<file path="src/rtl/sst_pkg.sv">
package sst_pkg;
    typedef enum logic [1:0] {
        ST_IDLE  = 2'd0,
        ST_ARMED = 2'd1,
        ST_SHIFT = 2'd2
    } sst_state_e;
endpackage

</file>
<file path="src/rtl/sst_baud.sv">
module sst_baud #(
    parameter int DIV_W = 16
) (
    input  logic             clk,
    input  logic             rst_n,
    input  logic             run,
    input  logic [DIV_W-1:0] reload,
    output logic             tick
);
    logic [DIV_W-1:0] cnt;
    logic [DIV_W-1:0] eff;

    // A reload of zero would give a one-cycle half period; clamp it to one.
    assign eff  = (reload == '0) ? DIV_W'(1) : reload;
    assign tick = run && (cnt == '0);

    always_ff @(posedge clk) begin
        if (!rst_n) begin
            cnt <= '0;
        end else if (!run || cnt == '0) begin
            cnt <= eff;
        end else begin
            cnt <= cnt - DIV_W'(1);
        end
    end

    a_r3_tick_spacing: assert property (@(posedge clk) disable iff (!rst_n)
        tick |=> !tick);
endmodule

</file>
<file path="src/rtl/sst_sync.sv">
module sst_sync (
    input  logic clk,
    input  logic rst_n,
    input  logic sclk_in,
    input  logic sdi_in,
    output logic sclk_edge,
    output logic sdi_s
);
    logic [2:0] ck;
    logic [1:0] dt;

    always_ff @(posedge clk) begin
        if (!rst_n) begin
            ck <= '0;
            dt <= '0;
        end else begin
            ck <= {ck[1:0], sclk_in};
            dt <= {dt[0], sdi_in};
        end
    end

    // Data follows the same two-flop path as the clock, so they stay aligned.
    assign sclk_edge = ck[2] ^ ck[1];
    assign sdi_s     = dt[1];
endmodule

</file>
<file path="src/rtl/sst_shift.sv">
module sst_shift #(
    parameter int DATA_W = 16,
    localparam int CNT_W = $clog2(DATA_W + 1)
) (
    input  logic              clk,
    input  logic              rst_n,
    input  logic              load,
    input  logic [DATA_W-1:0] load_word,
    input  logic              msb_first,
    input  logic [CNT_W-1:0]  len,
    input  logic              shift_en,
    input  logic              sample_en,
    input  logic              sample_bit,
    output logic              sdo_bit,
    output logic [DATA_W-1:0] rx_word
);
    logic [DATA_W-1:0] tsr;
    logic [DATA_W-1:0] rsr;
    logic [DATA_W-1:0] rsr_smp;
    logic [DATA_W-1:0] tx_aligned;
    logic [CNT_W-1:0]  pad;

    assign pad = CNT_W'(DATA_W) - len;

    // MSB-first: left-justify so the top bit is always the one on the wire.
    assign tx_aligned = msb_first ? (load_word << pad) : load_word;
    assign sdo_bit    = msb_first ? tsr[DATA_W-1] : tsr[0];

    always_comb begin
        rsr_smp = rsr;
        if (sample_en) begin
            if (msb_first) rsr_smp = {rsr[DATA_W-2:0], sample_bit};
            else           rsr_smp = {sample_bit, rsr[DATA_W-1:1]};
        end
    end

    // Include the bit sampled on the final edge; right-align LSB-first data.
    assign rx_word = msb_first ? rsr_smp : (rsr_smp >> pad);

    always_ff @(posedge clk) begin
        if (!rst_n) begin
            tsr <= '0;
            rsr <= '0;
        end else if (load) begin
            tsr <= tx_aligned;
            rsr <= '0;
        end else begin
            if (shift_en) tsr <= msb_first ? (tsr << 1) : (tsr >> 1);
            rsr <= rsr_smp;
        end
    end
endmodule

</file>
<file path="src/rtl/sync_serial_xcvr.sv">
module sync_serial_xcvr
    import sst_pkg::*;
#(
    parameter int DATA_W = 16,
    parameter int DIV_W  = 16
) (
    input  logic                      clk,
    input  logic                      rst_n,
    input  logic                      cfg_master,
    input  logic                      cfg_cpol,
    input  logic                      cfg_cpha,
    input  logic                      cfg_msb_first,
    input  logic [$clog2(DATA_W)-1:0] cfg_len_m1,
    input  logic [DIV_W-1:0]          cfg_reload,
    input  logic                      tx_wr,
    input  logic [DATA_W-1:0]         tx_wdata,
    input  logic                      rx_rd,
    output logic [DATA_W-1:0]         rx_rdata,
    output logic                      busy,
    output logic                      tx_irq,
    output logic                      rx_irq,
    output logic                      tx_err,
    output logic                      rx_ovr,
    output logic                      sclk_o,
    input  logic                      sclk_i,
    output logic                      sdo,
    input  logic                      sdi
);
    localparam int LEN_W  = $clog2(DATA_W);
    localparam int CNT_W  = $clog2(DATA_W + 1);
    localparam int EDGE_W = $clog2(2 * DATA_W + 1);

    sst_state_e         state, nxt;
    logic [LEN_W-1:0]   m1_eff;
    logic [CNT_W-1:0]   len;
    logic [EDGE_W-1:0]  edge_last;
    logic [EDGE_W-1:0]  ecnt;
    logic               tick, sclk_edge, sdi_s;
    logic               ev, lead, smp, sh, done, load;
    logic               sclk_lvl;
    logic               tx_full, rx_full;
    logic [DATA_W-1:0]  tx_buf, rx_buf, rx_word;
    logic               sdo_bit, sample_bit;
    logic               tx_irq_q, rx_irq_q, tx_err_q, rx_ovr_q;

    assign m1_eff    = (cfg_len_m1 == '0) ? LEN_W'(1) : cfg_len_m1;
    assign len       = CNT_W'(m1_eff) + CNT_W'(1);
    assign edge_last = (EDGE_W'(len) << 1) - EDGE_W'(1);

    sst_baud #(.DIV_W(DIV_W)) u_baud (
        .clk    (clk),
        .rst_n  (rst_n),
        .run    (cfg_master && state == ST_SHIFT),
        .reload (cfg_reload),
        .tick   (tick)
    );

    sst_sync u_sync (
        .clk       (clk),
        .rst_n     (rst_n),
        .sclk_in   (sclk_i),
        .sdi_in    (sdi),
        .sclk_edge (sclk_edge),
        .sdi_s     (sdi_s)
    );

    // Edge stream: even counts are leading edges, odd counts trailing.
    assign ev         = cfg_master ? tick : (sclk_edge && state != ST_IDLE);
    assign lead       = ~ecnt[0];
    assign smp        = ev && (lead ^ cfg_cpha);
    assign sh         = ev && !(lead ^ cfg_cpha) && (ecnt != '0);
    assign done       = ev && (ecnt == edge_last);
    assign load       = tx_full && (state == ST_IDLE || done);
    assign sample_bit = cfg_master ? sdi : sdi_s;

    sst_shift #(.DATA_W(DATA_W)) u_shift (
        .clk        (clk),
        .rst_n      (rst_n),
        .load       (load),
        .load_word  (tx_buf),
        .msb_first  (cfg_msb_first),
        .len        (len),
        .shift_en   (sh),
        .sample_en  (smp),
        .sample_bit (sample_bit),
        .sdo_bit    (sdo_bit),
        .rx_word    (rx_word)
    );

    // Next-state logic.
    always_comb begin
        nxt = state;
        unique case (state)
            ST_IDLE:  if (load) nxt = cfg_master ? ST_SHIFT : ST_ARMED;
            ST_ARMED: if (ev) nxt = ST_SHIFT;
            ST_SHIFT: if (done) nxt = load ? (cfg_master ? ST_SHIFT : ST_ARMED) : ST_IDLE;
            default:  nxt = ST_IDLE;
        endcase
    end

    // State register.
    always_ff @(posedge clk) begin
        if (!rst_n) state <= ST_IDLE;
        else        state <= nxt;
    end

    // Datapath, buffers and flags.
    always_ff @(posedge clk) begin
        if (!rst_n) begin
            ecnt     <= '0;
            sclk_lvl <= 1'b0;
            tx_buf   <= '0;
            tx_full  <= 1'b0;
            rx_buf   <= '0;
            rx_full  <= 1'b0;
            tx_irq_q <= 1'b0;
            rx_irq_q <= 1'b0;
            tx_err_q <= 1'b0;
            rx_ovr_q <= 1'b0;
        end else begin
            if (load)    ecnt <= '0;
            else if (ev) ecnt <= ecnt + EDGE_W'(1);

            if (load)      sclk_lvl <= cfg_cpol;
            else if (tick) sclk_lvl <= ~sclk_lvl;

            if (tx_wr) begin
                tx_buf  <= tx_wdata;
                tx_full <= 1'b1;
                if (tx_full && !load) tx_err_q <= 1'b1;
            end else if (load) begin
                tx_full <= 1'b0;
            end

            if (done) begin
                rx_buf  <= rx_word;
                rx_full <= 1'b1;
                if (rx_full && !rx_rd) rx_ovr_q <= 1'b1;
            end else if (rx_rd) begin
                rx_full <= 1'b0;
            end

            tx_irq_q <= load;
            rx_irq_q <= done;
        end
    end

    assign busy     = (state != ST_IDLE);
    assign tx_irq   = tx_irq_q;
    assign rx_irq   = rx_irq_q;
    assign tx_err   = tx_err_q;
    assign rx_ovr   = rx_ovr_q;
    assign rx_rdata = rx_buf;
    assign sdo      = sdo_bit;
    assign sclk_o   = (cfg_master && state == ST_SHIFT) ? sclk_lvl : cfg_cpol;

    a_r2_busy_rise_with_tx: assert property (@(posedge clk) disable iff (!rst_n)
        $rose(busy) |-> tx_irq);
    a_r2_tx_irq_single: assert property (@(posedge clk) disable iff (!rst_n)
        tx_irq |=> !tx_irq);
    a_r5_busy_drop_with_rx: assert property (@(posedge clk) disable iff (!rst_n)
        $fell(busy) |-> rx_irq);
    a_r4_edge_bound: assert property (@(posedge clk) disable iff (!rst_n)
        (state != ST_IDLE) |-> (ecnt <= edge_last));
    a_r10_err_sticky: assert property (@(posedge clk) disable iff (!rst_n)
        tx_err |=> tx_err);
    a_r11_ovr_sticky: assert property (@(posedge clk) disable iff (!rst_n)
        rx_ovr |=> rx_ovr);
endmodule

</file>
<file path="config.mk">
export PLATFORM = sky130hd
export DESIGN_NAME = sync_serial_xcvr
export DESIGN_NICKNAME = d
export VERILOG_FILES = /design/src/rtl/sst_pkg.sv /design/src/rtl/sst_baud.sv /design/src/rtl/sst_sync.sv /design/src/rtl/sst_shift.sv /design/src/rtl/sync_serial_xcvr.sv
export SDC_FILE = /design/constraint.sdc
export NUM_CORES = 1
export LEC_CHECK = 0
export BUFFER_PORTS_ARGS = -buffer_cell sky130_fd_sc_hd__buf_2
export CORE_UTILIZATION = 30
export CTS_BUF_LIST = sky130_fd_sc_hd__clkbuf_16
export DETAILED_ROUTE_END_ITERATION = 10
export GPL_TIMING_DRIVEN = 0
export HOLD_SLACK_MARGIN = 0.08
export PLACE_DENSITY = 0.44
export SYNTH_ARGS = -nofsm -noshare
export SYNTH_HDL_FRONTEND = slang
export SYNTH_HIERARCHICAL = 1
export SYNTH_SLANG_ARGS = --single-unit
export TNS_END_PERCENT = 20
</file>
<file path="constraint.sdc">
create_clock -name clk -period 6.7 [get_ports clk]
set_input_delay 0.335 -clock clk [delete_from_list [all_inputs] [get_ports clk]]
set_output_delay 0.335 -clock clk [all_outputs]
set_load 0.02 [all_outputs]
</file>
After elaboration in Yosys (flattened, before gate mapping)
Index checks and enable logic that the tools add are counted.
- register bits after elaboration: 100
- latch bits: 0
- memory bits (writable): 0
- ROM bits: 0
- input bits: 46
- output and inout port bits: 23
- word-level logic and storage cells: 90
- memories: 0
- add/subtract/negate cells: 5
- multiply operators: 0
- divide/modulo/power cells: 0
- order comparisons: 0
- equality and inequality tests: 6
- shift-type cells: 2
- muxes and demuxes: 26
- bitwise logic cells: 5
- reductions and logical operators: 30
- operator list (operator ; number):
    16-bit two-way mux ; 9
    16-bit logical NOT ; 2
    16-bit by 5-bit left shift with 16-bit output ; 1
    16-bit by 5-bit >> shifter with 16-bit output ; 1
    16-bit by 1-bit subtractor with 16-bit output, second input constant ; 1
    1-bit logical AND ; 10
    1-bit two-way mux ; 10
    2-bit two-way mux ; 5
    2-bit nonzero test ; 5
    6-bit by 1-bit adder with 6-bit output, second input constant ; 1
    6-bit == test ; 1
    2-bit inequality test, second input constant ; 3
    2-bit one-hot mux with 3 select lines ; 1
    6-bit nonzero test ; 1
    6-bit by 1-bit subtractor with 6-bit output, second input constant ; 1
    4-bit by 1-bit adder with 5-bit output, second input constant ; 1
    5-bit subtractor, first input constant ; 1
    1-bit logical NOT ; 4
    4-bit logical NOT ; 1
    4-bit two-way mux ; 1
    2-bit AND reduction ; 2
    1-bit NOT ; 3
    3-bit AND reduction ; 1
    2-bit by 1-bit == test with 1-bit output, second input constant ; 1
    other kinds (5) ; 7

Longest topological paths before layout
- depth in word-level cells: 11
- depth in mapped cells: 17
- mapped depth without buffers: 15

Hierarchy
The synthesis kept the hierarchy.
- by module, submodules not included (module ; instances ; cells each ; area an instance (µm²) ; seq. area each (µm²)):
    sst_shift ; 1 ; 411 ; 3408.3 ; 640.6
    sync_serial_xcvr ; 1 ; 203 ; 1989.4 ; 940.9
    sst_baud ; 1 ; 106 ; 953.4 ; 320.3
    sst_sync ; 1 ; 11 ; 141.4 ; 100.1

Worst setup path after synthesis
No wires, ideal clock.
- kind: register -> register
- start point: reg u_baud.cnt[0]
- end point: reg rx_buf[2], in the netlist rx_rdata[2]
- setup time: 0.116 ns
- arrival time: 3.313 ns
- data required time: 6.584 ns
- setup slack: 3.271 ns
- cell stages (with the launch flop): 17
- path buffers: 2
- clock period less this slack: 3.429 ns
- cells stage by stage: dfxtp_1 > inv_1 > ha_1 > nor3b_1 > nand4_1 > nor2_1 > nand2_1 > o21ai_4 > and2_1 > buf_2 > buf_2 > a21oi_1 > a22oi_2 > o22ai_1 > or4_1 > mux2i_1 > nor2_1
- cells in the longest elaborated chain, start to end: 7
- elaborated cells on any way between the ends: 8
- those cells by class: shift: 1; mux: 3; reduce/logical: 4
- RTL lines (item ; RTL line ; source):
    from (decl) ; sst_baud.sv:10 ; logic [DIV_W-1:0] cnt;
    from (signal assigned) ; sst_baud.sv:23 ; cnt <= cnt - DIV_W'(1);
    16-bit logical NOT * ; sst_baud.sv:15 ; assign tick = run && (cnt == '0);
    1-bit logical AND * ; sst_baud.sv:15 ;
    net tick ; sync_serial_xcvr.sv:38 ; logic tick, sclk_edge, sdi_s;
    1-bit two-way mux * ; sync_serial_xcvr.sv:68 ; assign ev = cfg_master ? tick : (sclk_edge && state != ST_IDLE);
    1-bit logical AND * ; sync_serial_xcvr.sv:70 ; assign smp = ev && (lead ^ cfg_cpha);
    net smp ; sync_serial_xcvr.sv:39 ; logic ev, lead, smp, sh, done, load;
    16-bit two-way mux * ; sst_shift.sv:31 ; if (sample_en) begin
    16-bit by 5-bit >> shifter with 16-bit output ; sst_shift.sv:38 ; assign rx_word = msb_first ? rsr_smp : (rsr_smp >> pad);
    16-bit two-way mux * ; sst_shift.sv:38 ;
    net rx_word[2] ; sync_serial_xcvr.sv:42 ; logic [DATA_W-1:0] tx_buf, rx_buf, rx_word;
    to (signal assigned) ; sync_serial_xcvr.sv:136 ; rx_buf <= rx_word;
    to (decl) ; sync_serial_xcvr.sv:42 ;
Mark *: on every way through the listed nets, which the timed path passes. The rest lies on a longest branch.
A chain may end at the register's enable or synchronous reset.

Final worst setup path
Ends and elaborated chain as after synthesis.

==> impl_metrics.json <==
{
  "numPortBuffers": 66,
  "tightest_slew_ns": 0.839,
  "critPathLaunchType": "register",
  "clkPwrFrac_pct": 36.2,
  "grt_antenna_before_repair": 0,
  "std_cell_rows": 53,
  "hpwl_mm": 15.7,
  "leakagePower_nw": 2.98,
  "ys_top_cells_by_area": "dfxtp_1 31%, mux2i_1 11%, mux4_2 8.3%",
  "p_switching_w": 0.000459,
  "slew_viol_final": 0,
  "drt-pass1-iter-count": 5,
  "skew_ns": 0.0133,
  "hp-class": "input pin to register",
  "ir_drop_mv": 0.115,
  "fin_crit_ns": 4.52,
  "end_kind": "register",
  "cts_root_buf": "clkbuf_16",
  "synth-seq-cells": 100,
  "clock_latency_ns": 0.36,
  "die_area_sq_um": 22200,
  "synth-edff-count": 0,
  "drive_above_1_share_pct": 20.9,
  "nFillCells": 2230,
  "nNetsFinal": 858,
  "critical_path.slowest_cell": "nor3b_1",
  "grt_use_total_pct": 18.8,
  "crit_path_cell_trace": "inv_1, ha_1, nor3b_1, nand4_1, nor2_1, nand2_1, o21ai_4, and2_1, buf_2, buf_2, a21oi_1, a22oi_2, o22ai_1, or4_1, mux2i_1, nor2_1",
  "core_area_sq_um": 21100,
  "synth.most_common_cell": "nor2_1",
  "rsz0062_at_grt": "no",
  "finalHoldViolCount": 0,
  "start_util_pct": 30.8,
  "cts_hold_buf": 0,
  "fin_crit_sh_pct": 67.5,
  "cap_violations": 0,
  "clk_pin_slew_ns": 0.08,
  "synth.largest_area_cell": "dfxtp_1",
  "syn_to_final_growth_pct": 15.0,
  "die_y_um": 149,
  "power_density_nw_per_um2": 200,
  "wl_per_cell_um": 18.6,
  "grt_pass1_vias": 5887,
  "antenna_left": 0,
  "antenna_cells": 0,
  "crit_required_ns": 6.94,
  "cp_slowest_stage_delay_ns": 0.58,
  "drt_iter0_drc": 364,
  "overflow": 0,
  "finalSetupViolations": 0,
  "vias_per_cell": 5.41,
  "htreeDepth": 3,
  "grt_pass1_wl_mm": 32.3,
  "clockBufferDepth": 2,
  "syn_inst": 731,
  "async_reset_ff_share_pct": 0,
  "grt_max_degree": 20,
  "cts_tree": "done",
  "netlist_area_sq_um": 6490,
  "fmax_mhz": 221,
  "path_class": "register to register",
  "ys_top_cells_by_count": "107 x nor2_1, 100 x dfxtp_1, 74 x mux2i_1, 49 x a21oi_1, 43 x nand2_1",
  "synth_flop_cell": "dfxtp_1",
  "wl_mm": 20.3,
  "power_frac_seq_pct": 43.5,
  "swShare_pct": 30.8,
  "p_int_w": 0.00103,
  "syn_nets": 781,
  "synth.distinct_cells": 76,
  "path_max_fanout": 10,
  "ys_warn_count": 6,
  "synth_top_area_share_pct": 30.8,
  "status": "finished clean",
  "synth_seq_area_share_pct": 30.8,
  "io_pins": 69,
  "cts_sinks": 100,
  "holdWs_ns": 0.184,
  "fin_setup_tns_ns": 0,
  "synth_area_per_cell_sq_um": 8.88,
  "comb_power_share_pct": 20.3,
  "route.detailed.drc": 0,
  "crit_arrival_ns": 4.76,
  "slew_headroom_pct": 43.7,
  "numCtsBuffers": 9,
  "num_vias": 5884,
  "fp.dieW_um": 149,
  "cts_setup_buffers": 0,
  "post_cts_resized": 0,
  "gpl.final_weighted_congestion": 0.916
}
[layer usage]
| layer | vias to the layer above | global-route usage, % | wire [um] |
|---|---|---|---|
| met4 | 0 | 4.64 | 240 |
| met2 | 169 | 32.5 | 10100 |
| li1 | 2820 | - | - |
| met3 | 19 | 3.91 | 1020 |
| met5 | - | 0 | 0 |
| met1 | 2876 | 23.7 | 8950 |
[through the flow]
step	utilization (%)	instances	total power [W]	setup slack [ns]	area [sq um]
6_report	35.4	1088	0.00149	2.18	7470
5_1_grt	35.4	1088	0.00157	1.79	7470
4_1_cts	35.4	1088	0.00151	2.17	7470
3_5_place_dp	34.0	1072	0.000962	2.21	7170
3_3_place_gp	34.0	1072	0.000959	2.20	7170
2_1_floorplan	-	731	0.000870	3.27	6490
[kinds of logic after synthesis]
group	share of synthesized area (%)
flip-flops	30.8
AO/OA/AOI/OAI	18.5
adder cells (fa/ha/maj)	0.771
XOR/XNOR	3.91
buffers and inverters	5.57
AND/OR/NAND/NOR	17.5
multiplexers	22.9
[power by group through the flow]
stage               Clock (W)  Combinational (W)  Sequential (W)
floorplan                   0           0.000216        0.000654
global placement            0           0.000297        0.000662
detailed placement          0           0.000300        0.000663
CTS                  0.000564           0.000301        0.000649
global route         0.000584           0.000330        0.000653
finish               0.000541           0.000302        0.000649
[area by class of cell]
| cell class | count | area (sq um) | area share (%) |
|---|---|---|---|
| clock buffers | 9 | 225 | 3.02 |
| repair buffers | 66 | 330 | 4.42 |
| well taps | 275 | 344 | 4.61 |
| flip-flops and latches | 100 | 2000 | 26.8 |
| plain buffers | 52 | 264 | 3.54 |
| clock inverters | 7 | 73.8 | 0.989 |
| multi-input cells | 553 | 4130 | 55.3 |
| inverters | 26 | 97.6 | 1.31 |
[worst max-delay path, delay by kind of cell, from the launching register on]
kind / cells / cell delay (ns)
buffers and inverters: 3 / 0.62
flip-flops: 1 / 0.36
AO/OA/AOI/OAI: 4 / 0.79
multiplexers: 1 / 0.15
AND/OR/NAND/NOR: 7 / 2.26
adder cells (fa/ha/maj): 1 / 0.21
[placed cells by master (no fill, tap or decap), types with 4 or more instances in the layout]
master	instances
nor2_1	107
dfxtp_1	100
buf_2	82
mux2i_1	74
a21oi_1	49
nand2_1	43
clkbuf_1	25
o21ai_0	25
inv_1	24
mux4_2	24
xor2_1	18
mux2_2	17
a211oi_1	16
and2_1	12
nand3_1	11
xnor2_1	11
a31oi_1	11
a22oi_1	10
clkbuf_16	9
o22ai_1	8
nand4_1	7
nor3_1	6
a21o_1	6
nor3_2	5
nand2b_1	5
buf_6	5
a311oi_1	5
nor4_1	4
and3_1	4
ha_1	4
nor3b_1	4
o31ai_1	4
nor2b_1	4
o211ai_1	4
[sequential cells by signal, summed over array words and instances, names as in the netlist, 2 cells and up]
register and flops:
rx_rdata 16, tx_buf 16, u_baud/cnt 16, u_shift/rsr 16, u_shift/tsr 16, ecnt 6, u_sync/ck 3, state 2
u_sync/dt 2
[path summary, 6_finish.rpt]
path	slack (ns)	startpoint	cells past startpoint	endpoint
worst max register to register	2.18	u_baud/cnt[0]	16	rx_rdata[2]
worst min register to register	0.44	u_sync/ck[0]	1	u_sync/ck[1]
worst max-delay path	2.18	u_baud/cnt[0]	16	rx_rdata[2]
worst min-delay path	0.18	sclk_i	2	u_sync/ck[0]
Power figures use the tool's default switching activity.
